### config.mk
export PLATFORM = sky130hd
export DESIGN_NAME = shadow_pwm
export DESIGN_NICKNAME = d
export VERILOG_FILES = /design/src/rtl/shadow_pwm_pkg.sv /design/src/rtl/shadow_pwm_regs.sv /design/src/rtl/shadow_pwm_phase.sv /design/src/rtl/shadow_pwm_gate.sv /design/src/rtl/shadow_pwm.sv
export SDC_FILE = /design/constraint.sdc
export NUM_CORES = 1
export LEC_CHECK = 0
export BUFFER_PORTS_ARGS = -buffer_cell sky130_fd_sc_hd__buf_2
export CAP_MARGIN = 30
export CORE_MARGIN = 2
export CORE_UTILIZATION = 35
export CTS_BUF_LIST = sky130_fd_sc_hd__clkbuf_4 sky130_fd_sc_hd__clkbuf_8
export CTS_CLUSTER_DIAMETER = 40
export CTS_CLUSTER_SIZE = 12
export DETAILED_ROUTE_END_ITERATION = 10
export SYNTH_ARGS = -nofsm -noshare
export SYNTH_HDL_FRONTEND = slang
export SYNTH_SLANG_ARGS = --single-unit
### constraint.sdc
create_clock -name clk -period 5.3 [get_ports clk]
set_clock_uncertainty 0.1 [all_clocks]
set_input_delay 0.53 -clock clk [delete_from_list [all_inputs] [get_ports clk]]
set_output_delay 0.53 -clock clk [all_outputs]
set_load 0.1 [all_outputs]
### src/rtl/shadow_pwm_pkg.sv
package shadow_pwm_pkg;
    localparam int REG_W  = 32;
    localparam int ADDR_W = 5;

    localparam logic [ADDR_W-1:0] OFS_CTRL = 5'h00;
    localparam logic [ADDR_W-1:0] OFS_LOW  = 5'h18;
    localparam logic [ADDR_W-1:0] OFS_HIGH = 5'h1C;

    localparam int BIT_EN  = 0;
    localparam int BIT_UPD = 5;
    localparam int BIT_INV = 10;
    localparam int BIT_OEN = 14;

    typedef enum logic {PH_HIGH = 1'b0, PH_LOW = 1'b1} phase_e;
endpackage

### src/rtl/shadow_pwm_regs.sv
module shadow_pwm_regs
    import shadow_pwm_pkg::*;
#(
    parameter int W = REG_W
) (
    input  logic              clk,
    input  logic              rst_n,
    input  logic              wr_i,
    input  logic [ADDR_W-1:0] addr_i,
    input  logic [W-1:0]      wdata_i,
    output logic [W-1:0]      rdata_o,
    output logic [W-1:0]      ctrl_o,
    output logic [W-1:0]      shd_high_o,
    output logic [W-1:0]      shd_low_o,
    output logic              commit_o
);
    typedef struct packed {
        logic [W-1:0] ctrl;
        logic [W-1:0] high;
        logic [W-1:0] low;
    } regs_t;

    regs_t regs_d, regs_q;

    always_comb begin
        regs_d = regs_q;
        if (wr_i) begin
            case (addr_i)
                OFS_CTRL: regs_d.ctrl = wdata_i;
                OFS_HIGH: regs_d.high = wdata_i;
                OFS_LOW:  regs_d.low  = wdata_i;
                default:  ;
            endcase
        end
    end

    always_ff @(posedge clk) begin
        if (!rst_n) regs_q <= '0;
        else        regs_q <= regs_d;
    end

    always_comb begin
        case (addr_i)
            OFS_CTRL: rdata_o = regs_q.ctrl;
            OFS_HIGH: rdata_o = regs_q.high;
            OFS_LOW:  rdata_o = regs_q.low;
            default:  rdata_o = '0;
        endcase
    end

    assign commit_o   = wr_i && (addr_i == OFS_CTRL) && wdata_i[BIT_UPD];
    assign ctrl_o     = regs_q.ctrl;
    assign shd_high_o = regs_q.high;
    assign shd_low_o  = regs_q.low;

    // a control write is stored exactly
    assert_ctrl_store_R2: assert property (@(posedge clk) disable iff (!rst_n)
        (wr_i && addr_i == OFS_CTRL) |=> (ctrl_o == $past(wdata_i)));
endmodule

### src/rtl/shadow_pwm_phase.sv
module shadow_pwm_phase
    import shadow_pwm_pkg::*;
#(
    parameter int W = REG_W
) (
    input  logic         clk,
    input  logic         rst_n,
    input  logic         commit_i,
    input  logic         run_i,
    input  logic [W-1:0] shd_high_i,
    input  logic [W-1:0] shd_low_i,
    output logic [W-1:0] act_high_o,
    output logic [W-1:0] act_low_o,
    output logic         level_o
);
    localparam logic [W-1:0] ONE = W'(1);

    typedef struct packed {
        logic [W-1:0] high;
        logic [W-1:0] low;
        logic [W-1:0] cnt;
        phase_e       ph;
    } ctr_t;

    ctr_t ctr_d, ctr_q;
    logic hold;

    assign hold = !run_i || (ctr_q.high == '0) || (ctr_q.low == '0);

    always_comb begin
        ctr_d = ctr_q;
        if (commit_i) begin
            ctr_d.high = shd_high_i;
            ctr_d.low  = shd_low_i;
            ctr_d.cnt  = '0;
            ctr_d.ph   = PH_HIGH;
        end else if (hold) begin
            ctr_d.cnt = '0;
            ctr_d.ph  = PH_HIGH;
        end else if (ctr_q.ph == PH_HIGH) begin
            if (ctr_q.cnt == ctr_q.high - ONE) begin
                ctr_d.cnt = '0;
                ctr_d.ph  = PH_LOW;
            end else begin
                ctr_d.cnt = ctr_q.cnt + ONE;
            end
        end else begin
            if (ctr_q.cnt == ctr_q.low - ONE) begin
                ctr_d.cnt = '0;
                ctr_d.ph  = PH_HIGH;
            end else begin
                ctr_d.cnt = ctr_q.cnt + ONE;
            end
        end
    end

    always_ff @(posedge clk) begin
        if (!rst_n) ctr_q <= '{high: '0, low: '0, cnt: '0, ph: PH_HIGH};
        else        ctr_q <= ctr_d;
    end

    always_comb begin
        if (ctr_q.high == '0)     level_o = 1'b0;
        else if (ctr_q.low == '0) level_o = 1'b1;
        else                      level_o = (ctr_q.ph == PH_HIGH);
    end

    assign act_high_o = ctr_q.high;
    assign act_low_o  = ctr_q.low;

    // active counts move only on an update commit
    assert_shadow_hold_R3: assert property (@(posedge clk) disable iff (!rst_n)
        !commit_i |=> ($stable(act_high_o) && $stable(act_low_o)));

    // commit loads both shadows and restarts the high phase
    assert_commit_load_R4: assert property (@(posedge clk) disable iff (!rst_n)
        commit_i |=> (act_high_o == $past(shd_high_i) && act_low_o == $past(shd_low_i)
                      && ctr_q.cnt == '0 && ctr_q.ph == PH_HIGH));

    // the counter stays inside the phase it is in
    assert_phase_bound_R4: assert property (@(posedge clk) disable iff (!rst_n)
        (ctr_q.high != '0 && ctr_q.low != '0) |->
            ((ctr_q.ph == PH_HIGH) ? (ctr_q.cnt < ctr_q.high) : (ctr_q.cnt < ctr_q.low)));
endmodule

### src/rtl/shadow_pwm_gate.sv
module shadow_pwm_gate
    import shadow_pwm_pkg::*;
#(
    parameter int W = REG_W
) (
    input  logic         clk,
    input  logic         rst_n,
    input  logic         en_i,
    input  logic         oen_i,
    input  logic         inv_i,
    input  logic         level_i,
    input  logic [W-1:0] act_high_i,
    input  logic [W-1:0] act_low_i,
    output logic         pwm_o
);
    logic live;
    logic idle;

    assign live  = en_i && oen_i;
    assign idle  = (act_high_i == '0) && (act_low_i == '0);
    assign pwm_o = live && !idle && (level_i ^ inv_i);

    // gated-off generator drives low
    assert_gate_low_R5: assert property (@(posedge clk) disable iff (!rst_n)
        !(en_i && oen_i) |-> !pwm_o);

    // both counts zero drives low
    assert_idle_low_R6: assert property (@(posedge clk) disable iff (!rst_n)
        (act_high_i == '0 && act_low_i == '0) |-> !pwm_o);
endmodule

### src/rtl/shadow_pwm.sv
module shadow_pwm
    import shadow_pwm_pkg::*;
(
    input  logic              clk,
    input  logic              rst_n,
    input  logic              reg_wr,
    input  logic [ADDR_W-1:0] reg_addr,
    input  logic [REG_W-1:0]  reg_wdata,
    output logic [REG_W-1:0]  reg_rdata,
    output logic              pwm_out
);
    logic [REG_W-1:0] ctrl;
    logic [REG_W-1:0] shd_high, shd_low;
    logic [REG_W-1:0] act_high, act_low;
    logic             commit;
    logic             level;
    logic             run;

    assign run = ctrl[BIT_EN] && ctrl[BIT_OEN];

    shadow_pwm_regs #(.W(REG_W)) u_regs (
        .clk        (clk),
        .rst_n      (rst_n),
        .wr_i       (reg_wr),
        .addr_i     (reg_addr),
        .wdata_i    (reg_wdata),
        .rdata_o    (reg_rdata),
        .ctrl_o     (ctrl),
        .shd_high_o (shd_high),
        .shd_low_o  (shd_low),
        .commit_o   (commit)
    );

    shadow_pwm_phase #(.W(REG_W)) u_phase (
        .clk        (clk),
        .rst_n      (rst_n),
        .commit_i   (commit),
        .run_i      (run),
        .shd_high_i (shd_high),
        .shd_low_i  (shd_low),
        .act_high_o (act_high),
        .act_low_o  (act_low),
        .level_o    (level)
    );

    shadow_pwm_gate #(.W(REG_W)) u_gate (
        .clk        (clk),
        .rst_n      (rst_n),
        .en_i       (ctrl[BIT_EN]),
        .oen_i      (ctrl[BIT_OEN]),
        .inv_i      (ctrl[BIT_INV]),
        .level_i    (level),
        .act_high_i (act_high),
        .act_low_i  (act_low),
        .pwm_o      (pwm_out)
    );
endmodule

======== Yosys cells after proc, flatten, opt, wreduce, memory -nomap -nowiden ========
Cells that the tools add are included.
operators by class
  bitwise gates (word level) .............. 3
  add/sub/neg operators ................... 3
  reductions and logical operators ........ 17
  eq/ne operators ......................... 4
  muxes and demuxes ....................... 8
operator list
  kind                   count
  $pmux 32 s3            1
  $eq 32x32->1           2
  $logic_not 32->1       2
  $mux 32                2
  $sub 32x1->32 const B  2
  $mux 33                1
  $add 32x1->32 const B  1
  $eq 5x5->1 const B     2
  $logic_and 1x1->1      6
  $reduce_and 2->1       3
  $logic_not 5->1        1
  $mux 1                 4
  $reduce_or 3->1        1
  $logic_not 1->1        2
  $logic_or 1x1->1       2
  $not 1->1              2
  $xor 1x1->1            1
storage, ports and cells
  input port bits ......................... 40
  bits in registers ....................... 193
  logic and storage cells ................. 42

======== Depth between registers and ports, before layout ========
  depth after elaboration ................. 5
  mapped depth ............................ 13

======== Cells and area by module ========
Synthesis repeated with hierarchy kept, for this count alone.
unflattened totals
  cells, all modules ...................... 1237
  area total of the unflattened synthesis .. 10931.7 um^2
modules (own cells, without submodules)
  module            instances  cells an instance  area each (um^2)  sequential area each (um^2)
  shadow_pwm_phase  1          781                6620.1            1941.9
  shadow_pwm_regs   1          431                4150.2            1921.8
  shadow_pwm_gate   1          24                 155.1             0.0
  shadow_pwm        1          1                  6.3               0.0

======== Worst setup path before layout ========
No wires, ideal clock.
  path kind ............................... input -> output
  start ................................... input reg_addr[2]
  end ..................................... output reg_rdata[0]
  stages on the path ...................... 4
  buffers on the path ..................... 2
  data required time ...................... 4670 ps
  arrival time ............................ 3541 ps
  slack ................................... 1129 ps
  path through ............................ clkbuf_1 > buf_1 > mux2i_1 > o21ai_0
between the ends
  word-level cells in the longest chain between the ends .. 2
  elaborated cells on any way between the ends .. 4
RTL lines
  element                                        RTL line               source
  start, declared                                shadow_pwm.sv:7        input logic [ADDR_W-1:0] reg_addr,
  $eq 5x5->1 or $logic_not 5->1 (tied branches)  shadow_pwm_regs.sv:43  case (addr_i)
  $pmux 32 s3 (*)                                shadow_pwm_regs.sv:43
  end, declared                                  shadow_pwm.sv:9        output logic [REG_W-1:0] reg_rdata,
Every way passes the cells marked *; elsewhere a longest branch is shown, timed or not.

======== Worst setup path in the final report ========
  start ................................... register u_phase.ctr_q (netlist bit u_phase.act_low_o[0])
  end ..................................... register u_phase.ctr_q[5] (netlist bit)
between the ends
  word-level cells in the longest chain between the ends .. 4
  elaborated cells on any way between the ends .. 7
RTL lines
  element                 RTL line                source
  start, declared         shadow_pwm_phase.sv:25  ctr_t ctr_d, ctr_q;
  start signal, assigned  shadow_pwm_phase.sv:58  if (!rst_n) ctr_q <= '{high: '0, low: '0, cnt: '0, ph: PH_HIGH};
  start signal, assigned  shadow_pwm_phase.sv:59  else ctr_q <= ctr_d;
  $sub 32x1->32           shadow_pwm_phase.sv:48  if (ctr_q.cnt == ctr_q.low - ONE) begin
  $eq 32x32->1            shadow_pwm_phase.sv:48
  $mux 32                 shadow_pwm_phase.sv:48
  $mux 33                 shadow_pwm_phase.sv:40  end else if (ctr_q.ph == PH_HIGH) begin
Several ways; a longest one is shown, not always the timed one.
A chain may end at the register's enable or synchronous reset.

==> impl_metrics.ini <==
[logic_synthesis]
synth_top_cells_by_count = 406 x nand2_1, 193 x dfxtp_1, 159 x a21boi_0
async_reset_ff_frac = 0
synth_flop_cell = dfxtp_1
netlist.area_leader.share = 0.364
seq_area_frac_synth = 0.364
synth-seq-cells = 193
synth-edff-count = 0
yosys-top-cells-area = dfxtp_1 36%, nand2_1 14%, a21boi_0 11%
syn-cell-area_sq_um = 10600
yosys.cell_types.count = 73
yosys_warnings = 0
synth_largest_area_cell = dfxtp_1
post-synth-top-count-cell = nand2_1
syn_nets = 1400
synthCells = 1357
syn_area_per_cell_sq_um = 7.83

[timing]
rsz0062_at_grt = false
drv_slew = 0
finalSetupViolCount = 0
finalHoldViolCount = 0
worstMarginPinSlew_ns = 1.00
fin_tns_setup_ns = 0
final.period_utilization = 0.818
setup_ws_ns = 0.964
slew_headroom = 0.330
period_minus_slack_ns = 4.34
clock.fmax_ghz = 0.231

[routing]
vias = 9289
viasPerCell = 5.24
routedWlPerCell_um = 16.2
routed_wl_um = 28800
route.antenna.remaining_nets = 0
drt_iter0_markers = 530
first_pass_iters = 5
route.detailed.drc = 0

[die]
dieArea_sq_um = 31800
rows = 63
initial_core_util = 0.357
boundaryPins = 73
die_h_um = 178
die_w_um = 178
core_sq_um = 29800

[finish]
fin_nets = 1414
design_area_sq_um = 11600
syn2layout_area_growth_pct = 9.61
final_core_util = 0.391
drive_gt1_frac = 0.121
antenna_cells = 0
fillCellCount = 3149

[min_path]
min_path_type = input port to flip-flop
hold_path_end = u_regs.shd_high_o[10]
hold_depth = 3
min_from = reg_wdata[10]

[grt]
antenna_found_initial = 0
grt_overflow = 0
grt_util_all_layers = 0.186
grt_pass1_wl_um = 46700
grt_max_degree = 117
grt_pass1_vias = 8743

[clock_network]
htreeDepth = 4
cts-buffers-inserted = 17
cts.sinks = 193
cts_hold_buf = 0
clkLatencyLatePin_ns = 0.48
cts_setup_buffers = 0
cts-root-buf = clkbuf_8
cts_tree = done
cts_resized = 0
clockBufferDepth = 2
clkTransAtPathRegs_ns = 0.10

[critical_path]
r2r_slack_ns = 0.96
worst-setup-path-type = flip-flop to flip-flop
cp.arrival_ns = 4.58
worstPathMaxFanout = 32
reg2reg_depth = 11
crit_path_end_kind = flip-flop
required_ns = 5.55
worst_r2r_endpoint = u_phase.ctr_q[5]
r2r-start = u_phase.act_low_o[0]
cp-start-kind = flip-flop

[place]
globalplace.congestion = 0.910
dp_hpwl_um = 21000
portBuffers = 72
place_ws_ns = 1.01
dpl-instance-area_sq_um = 11200

[outcome]
status = finished clean

[flow_run]
cap_violations = 0

[pwr]
power_density_nw_per_um2 = 221
ir_drop_v = 0.000191
power_leakage_nw = 4.22
[worst max-delay path, stage by stage, from the launching register on]
cell,delay (ns)
dfxtp_1,0.39
inv_1,0.09
ha_1,0.25
nor4b_1,0.49
and4_1,0.45
and4_4,0.29
mux2_4,0.30
or4b_1,0.50
or4_4,0.56
o32ai_4,0.25
buf_4,0.44
nor3b_1,0.10
[metrics by stage]
step | hold WS, ns | power [mW] | instances
after floorplan | 0.344 | 1.54 | 1357
after global placement | 0.350 | 1.58 | 1742
after detailed placement | 0.360 | 1.58 | 1742
after CTS | 0.176 | 2.61 | 1774
after global routing | 0.182 | 2.67 | 1774
final | 0.209 | 2.58 | 1774
[kinds of logic after synthesis]
| group | share of synthesized area |
|---|---|
| xor gates and xnor gates | 0.0849 |
| AOI/OAI and AO/OA | 0.181 |
| DFF | 0.364 |
| and+or+nand+nor | 0.288 |
| buffers and inverters | 0.0419 |
| adders and majority gates | 0.00353 |
| muxes | 0.0373 |
[placed cells by master, fill, tap and decap left out, types with 5 or more instances in the layout]
master,netlist,layout
nor3b_1,5,5
buf_2,1,71
o211ai_1,5,5
nand2_1,406,405
and4_1,5,5
a21boi_0,159,159
a211oi_1,5,5
nor2_1,41,40
buf_4,0,17
nand4_1,15,15
or4_1,12,12
o21ai_0,37,37
inv_1,13,13
clkbuf_8,0,17
nor4_1,14,14
xnor2_1,67,67
xor2_1,36,36
nor2b_1,6,6
mux2i_1,37,37
nor2_2,20,20
or3_1,11,11
a21oi_1,12,12
nor3_1,23,23
dfxtp_1,193,193
nand3_1,30,30
and3_1,20,19
[layer usage]
layer  up-vias  routed length, um  global-route usage
li1       4646                  -                   -
met1      4401              14200               0.260
met2       205              12900               0.296
met3        37               1200              0.0298
met4         0                528              0.0518
met5         -                  0                   0
[report_power, final]
part | leakage [nW] | internal (mW) | switching [mW]
sequential | 1.55 | 1.45 | 0.00384
clock | 0.208 | 0.443 | 0.584
combinational | 2.46 | 0.0383 | 0.0530
[final cells by class]
class                      instances  area [sq um]  share of cell area
multi-input combinational       1058          6340               0.544
inverter                          13          48.8             0.00419
clock buffer                      17           234              0.0201
sequential                       193          3860               0.332
tap                              390           488              0.0419
clock inverter                    15           189              0.0162
timing repair buffer              88           483              0.0415
[worst max-delay path by stage]
stage                         start          endpoint  slack (ns)
2_1_floorplan           reg_addr[2]      reg_rdata[0]        1.13
3_3_place_gp   u_phase.act_low_o[0]  u_phase.ctr_q[1]        1.05
3_5_place_dp   u_phase.act_low_o[0]  u_phase.ctr_q[5]        1.01
4_1_cts        u_phase.act_low_o[0]  u_phase.ctr_q[5]        0.98
5_1_grt        u_phase.act_low_o[0]  u_phase.ctr_q[5]        0.74
6_report       u_phase.act_low_o[0]  u_phase.ctr_q[5]        0.96
[state kept, by name, summed over array words and instances (netlist names)]
signal and count:
u_phase.ctr_q 33, u_phase.act_high_o 32, u_phase.act_low_o 32, u_regs.ctrl_o 32
u_regs.shd_high_o 32, u_regs.shd_low_o 32
No activity file was read; power rests on OpenSTA's default activity.
